$ cat src/rtl/ser_fir_pkg.sv
package ser_fir_pkg;
   // contribution of one emphasis tap, opposite in sign to the delayed bit
   function automatic int tap_term(input logic delayed_bit, input int unit);
      return delayed_bit ? -unit : unit;
   endfunction

   function automatic int main_term(input logic bit_now, input int unit);
      return bit_now ? unit : -unit;
   endfunction
endpackage

$ cat src/rtl/ser_fir_shifter.sv
module ser_fir_shifter #(
   parameter int WORD_W = 10
) (
   input  logic              clk,
   input  logic              rst_n,
   input  logic              load,
   input  logic [WORD_W-1:0] word,
   output logic              cur_bit,
   output logic              prev_bit,
   output logic              active
);
   localparam int REST_W = WORD_W - 1;

   logic [REST_W-1:0] rest_q;

   always_ff @(posedge clk or negedge rst_n) begin
      if (!rst_n) begin
         cur_bit  <= 1'b0;
         prev_bit <= 1'b0;
         rest_q   <= '0;
         active   <= 1'b0;
      end else begin
         prev_bit <= cur_bit;
         if (load) begin
            cur_bit <= word[0];
            rest_q  <= word[WORD_W-1:1];
            active  <= 1'b1;
         end else begin
            cur_bit <= rest_q[0];
            rest_q  <= {1'b0, rest_q[REST_W-1:1]};
         end
      end
   end
endmodule

$ cat src/rtl/ser_fir_taps.sv
module ser_fir_taps
   import ser_fir_pkg::*;
#(
   parameter int NTAPS    = 2,
   parameter int MAIN_LVL = 10,
   parameter int TAP_LVL  = 1,
   parameter int DRIVE_W  = 5
) (
   input  logic                      clk,
   input  logic                      rst_n,
   input  logic                      load,
   input  logic [NTAPS-1:0]          emph_en,
   input  logic                      cur_bit,
   input  logic                      prev_bit,
   input  logic                      active,
   output logic signed [DRIVE_W-1:0] drive
);
   logic [NTAPS-1:0] en_q;
   int               contrib [NTAPS];
   int               total;

   // enables are held for a whole symbol
   always_ff @(posedge clk or negedge rst_n) begin
      if (!rst_n)    en_q <= '0;
      else if (load) en_q <= emph_en;
   end

   for (genvar t = 0; t < NTAPS; t++) begin : g_tap
      always_comb contrib[t] = en_q[t] ? tap_term(prev_bit, TAP_LVL) : 0;
   end

   always_comb begin
      total = main_term(cur_bit, MAIN_LVL);
      for (int t = 0; t < NTAPS; t++) total += contrib[t];
      drive = active ? DRIVE_W'(total) : '0;
   end
endmodule

$ cat src/rtl/ser_fir_tx.sv
module ser_fir_tx #(
   parameter int WORD_W   = 10,
   parameter int NTAPS    = 2,
   parameter int MAIN_LVL = 10,
   parameter int TAP_LVL  = 1,
   parameter int DRIVE_W  = $clog2(MAIN_LVL + NTAPS*TAP_LVL + 1) + 1
) (
   input  logic                      clk,
   input  logic                      rst_n,
   input  logic [WORD_W-1:0]         word_in,
   input  logic                      load,
   input  logic [NTAPS-1:0]          emph_en,
   output logic                      ser_bit,
   output logic signed [DRIVE_W-1:0] drive_code
);
   localparam int PEAK = MAIN_LVL + NTAPS*TAP_LVL;

   if (WORD_W < 2) begin : g_bad_word
      $error("WORD_W must be at least 2");
   end
   if (NTAPS < 1) begin : g_bad_taps
      $error("NTAPS must be at least 1");
   end
   if (NTAPS*TAP_LVL >= MAIN_LVL) begin : g_bad_ratio
      $error("total tap weight must stay below the main tap");
   end
   if (PEAK >= (1 << (DRIVE_W-1))) begin : g_bad_width
      $error("DRIVE_W too narrow for the peak drive");
   end

   logic cur_bit, prev_bit, active;

   ser_fir_shifter #(.WORD_W(WORD_W)) u_shift (
      .clk(clk), .rst_n(rst_n), .load(load), .word(word_in),
      .cur_bit(cur_bit), .prev_bit(prev_bit), .active(active));

   ser_fir_taps #(.NTAPS(NTAPS), .MAIN_LVL(MAIN_LVL), .TAP_LVL(TAP_LVL),
                  .DRIVE_W(DRIVE_W)) u_taps (
      .clk(clk), .rst_n(rst_n), .load(load), .emph_en(emph_en),
      .cur_bit(cur_bit), .prev_bit(prev_bit), .active(active),
      .drive(drive_code));

   assign ser_bit = cur_bit;
endmodule

$ cat config.mk
export PLATFORM = sky130hd
export DESIGN_NAME = ser_fir_tx
export DESIGN_NICKNAME = d
export VERILOG_FILES = /design/src/rtl/ser_fir_pkg.sv /design/src/rtl/ser_fir_shifter.sv /design/src/rtl/ser_fir_taps.sv /design/src/rtl/ser_fir_tx.sv
export SDC_FILE = /design/constraint.sdc
export NUM_CORES = 1
export LEC_CHECK = 0
export ABC_AREA = 0
export BUFFER_PORTS_ARGS = -buffer_cell sky130_fd_sc_hd__buf_2
export CAP_MARGIN = 20
export CORE_ASPECT_RATIO = 0.8
export CORE_UTILIZATION = 40
export DETAILED_ROUTE_END_ITERATION = 6
export GPL_TIMING_DRIVEN = 0
export PLACE_DENSITY_LB_ADDON = 0.08
export SETUP_SLACK_MARGIN = 0.15
export SLEW_MARGIN = 20
export SYNTH_ARGS = -nofsm -noshare
export SYNTH_HDL_FRONTEND = slang
export SYNTH_HIERARCHICAL = 1
export SYNTH_SLANG_ARGS = --single-unit
$ cat constraint.sdc
create_clock -name clk -period 2.3 [get_ports clk]
set_input_delay 0.115 -clock clk [delete_from_list [all_inputs] [get_ports clk]]
set_output_delay 0.115 -clock clk [all_outputs]
set_load 0.005 [all_outputs]
==> reports/qor.txt <==
OUTCOME
----------------------------------------------------------------------------------
Status                                                                   completed

STA
----------------------------------------------------------------------------------
Min Hold Slack                                                           0.0563 ns
Transition at the pin with the smallest max-transition slack              0.301 ns
Setup slack after layout                                                  0.122 ns
Accumulated negative setup slack                                              0 ns
Clock skew                                                              0.00258 ns
Setup Viol. Count Final                                                          0
Tcrit/Tclk final                                                             0.947
Final count of hold timing violations                                            0
Final period demand of the worst path                                      2.18 ns
Setup repair after global routing missed its margin                            yes
Max_slew headroom                                                            0.799
Slew Limit Fails                                                                 0
Max Fclk                                                                 0.459 GHz

PLACE
----------------------------------------------------------------------------------
Cells after DPL                                                                 88
Gp weighted congestion                                                       0.600
I/O Buffers                                                                     20
Worst slack, placed                                                      0.0150 ns
Instance area at placement                                                 833 um2

DRT
----------------------------------------------------------------------------------
Wirelength per Cell                                                        10.7 um
Post-Route WL                                                              1.05 mm
First DRT Iteration DRCs                                                         1
Residual DRC                                                                     0
Total vias in the final route                                                  428
Remaining antenna violation count after routing                                  0
Count of TritonRoute iterations in the first routing pass                        2
Via count normalized by instance count                                        4.37

CRITICAL PATH
----------------------------------------------------------------------------------
Reg-to-reg setup timing slack                                              1.40 ns
Critical path class                                                   flop to output port
Crit path required time                                                    2.18 ns
Crit path arrival time                                                     2.06 ns
Endpoint kind of the worst setup timing path                           output port
R2r endpoint                                                          u_taps/en_q[0]
Biggest fanout along the worst timing path                                       2
Path depth of the worst reg2reg path                                             2
Element type at the critical path start                                       flop
Launching point of the worst reg2reg path                             u_taps/en_q[0]

FINISH
----------------------------------------------------------------------------------
Final net count                                                                 98
Fraction of the core area covered by cells at the end of the flow            0.561
Area grow syn2layout                                                         30.7%
Share of final-layout standard cells stronger than drive strength 1          0.605
Diode count                                                                      0
Post-route cell area                                                       922 um2
Most common library cell in the layout ignoring fill and taps         sky130_fd_sc_hd__buf_2
Fillers                                                                        159
Leading cell types in the layout, fill and taps excluded              sky130_fd_sc_hd__buf_2, sky130_fd_sc_hd__dfrtp_1, sky130_fd_sc_hd__mux2_4, sky130_fd_sc_hd__buf_4, sky130_fd_sc_hd__ha_1
Cell Count, Final, Fillers Out                                                  98

POWER
----------------------------------------------------------------------------------
Leakage                                                                   0.472 nW
Share of power burned in combinational logic                                 0.300
Sequential power share                                                       0.429
Net switching power figure                                                0.157 mW
Worst-case vdd ir drop                                                  0.000310 V
Part of the total power dissipated in the clock network                      0.271
Total power                                                               0.644 mW
Total internal power                                                      0.486 mW
Fraction of power spent switching nets                                       0.244
Power per unit of standard cell area                                    698 nW/um2

CTS
----------------------------------------------------------------------------------
Total CTS buffers                                                                3
Clock transition at the registers of the reported paths                    0.08 ns
Number of sinks driven by the clock tree                                        14
Buffer depth of the longest clock path                                           2
CTS tree                                                                       yes
Clock latency on the worst-skew pair                                       0.28 ns
Root Buffer                                                           sky130_fd_sc_hd__clkbuf_4
Maximum level of the CTS H-tree                                                  1

FLOORPLAN
----------------------------------------------------------------------------------
Die Y-Extent                                                               39.6 um
Die Area                                                                  1940 um2
Die outline width                                                          49.0 um
Initial core utilization                                                     0.430
IO Count                                                                        21
Count of standard-cell rows                                                     13
Area of the placeable core                                                1640 um2

SYNTHESIS
----------------------------------------------------------------------------------
Count of mapped cells out of synthesis                                          46
Post-Syn Area per Cell                                                    15.3 um2
Syn nets                                                                        67
Synth top area cells                                                  sky130_fd_sc_hd__dfrtp_1, sky130_fd_sc_hd__mux2_4, sky130_fd_sc_hd__ha_1
Number of register bits inferred by synthesis                                   14
Post-synth top area cell                                              sky130_fd_sc_hd__dfrtp_1
Synthesis Warnings                                                               6
Portion of synthesized cell area occupied by the leading cell type           0.496
Number of different library cells in the post-synthesis netlist                 15
Cell Area, Synth                                                           706 um2
Sequential area share after synthesis                                        0.496

HOLD PATH
----------------------------------------------------------------------------------
Endpoint with the worst hold slack                                    u_shift/rest_q[8]
Class of the tightest hold or removal check                           input pin to flop
Worst Hold Launch                                                       word_in[9]
Worst hold stages                                                                2

GRT
----------------------------------------------------------------------------------
Total Routing Usage GR                                                       0.133
Total overflow reported by the global router                                     0
First-pass GRT wire length                                                 1.75 mm
Number of antenna violations at the first check in global routing                0
Number of global-route vias before repair                                      389
Pin count of the biggest net entering global routing                            15

FLOW RUN
----------------------------------------------------------------------------------
Max-capacitance violation count                                                  0

[worst max-delay path by stage]
stage | to | startpoint | slack [ns] | depth (start not counted)
after CTS | drive_code[3] | u_shift/prev_bit | 0.11 | 7
after floorplan | drive_code[3] | u_taps/en_q[1] | 0.17 | 6
after detailed placement | drive_code[3] | u_taps/en_q[1] | 0.01 | 7
final | drive_code[3] | u_shift/prev_bit | 0.12 | 7
after global placement | drive_code[3] | u_taps/en_q[1] | 0.02 | 7
after global routing | drive_code[3] | u_shift/prev_bit | 0.03 | 7
[logic make-up after synthesis]
family,share of synthesized area
muxes,0.218
adders and majority gates,0.128
DFF,0.496
and+or+nand+nor,0.0816
xor gates and xnor gates,0.0443
buffers and inverters,0.0319
[power by group through the flow]
stage / logic (mW) / clock network (mW) / registers, mW
after floorplan: 0.115 / 0 / 0.280
after global placement: 0.170 / 0 / 0.283
after detailed placement: 0.171 / 0 / 0.283
after CTS: 0.196 / 0.182 / 0.277
after global routing: 0.216 / 0.193 / 0.279
final: 0.193 / 0.174 / 0.276
[synthesized netlist by cell type, drive strengths merged]
cell type / number
dfrtp: 14
mux2: 11
and2: 4
ha: 4
inv: 3
nor2b: 3
fa: 2
buf: 1
nand2: 1
or2: 1
xnor2: 1
xnor3: 1
[worst max-delay path, stage by stage, from the launching register on]
cell and delay, ns:
sky130_fd_sc_hd__dfrtp_1 0.38, sky130_fd_sc_hd__and2_4 0.16, sky130_fd_sc_hd__inv_2 0.06, sky130_fd_sc_hd__fa_1 0.44
sky130_fd_sc_hd__fa_2 0.35, sky130_fd_sc_hd__xnor3_1 0.19, sky130_fd_sc_hd__nor2b_2 0.10, sky130_fd_sc_hd__buf_2 0.11
[metal layers]
layer  wire length (um)  part of all wire  vias to the layer above  GRT usage
met2                437              0.42                       16      0.184
met3                 61             0.058                        2     0.0465
met4                  8            0.0077                        0     0.0662
met1                538              0.51                      203      0.182
li1                   -                 -                      207          -
met5                  0                 0                        -          0
[sequential cells by signal, summed over array words and instances, names as in the netlist]
register / cells
u_shift/cur_bit: 1
u_taps/en_q: 2
u_shift/active: 1
u_shift/rest_q: 9
u_shift/prev_bit: 1
[final cells by class]
cell class / instances / area [um2] / share of cell area
plain buffers: 1 / 11.3 / 0.0122
clock buffers: 4 / 36.3 / 0.0393
repair buffers: 26 / 148 / 0.160
flip-flops and latches: 14 / 350 / 0.380
multi-input cells: 28 / 338 / 0.366
inverters: 3 / 11.3 / 0.0122
well taps: 22 / 27.5 / 0.0299
[timing repair]
item | CTS | global route
pin swaps | 4 | 0
hold buffers | 1 | 0
resized for setup | 3 | 0
setup endpoints to repair | 2 | 2
buffers inserted | 5 | 0
hold endpoints to repair | 14 | 0
(Power assumes the default switching activity.)
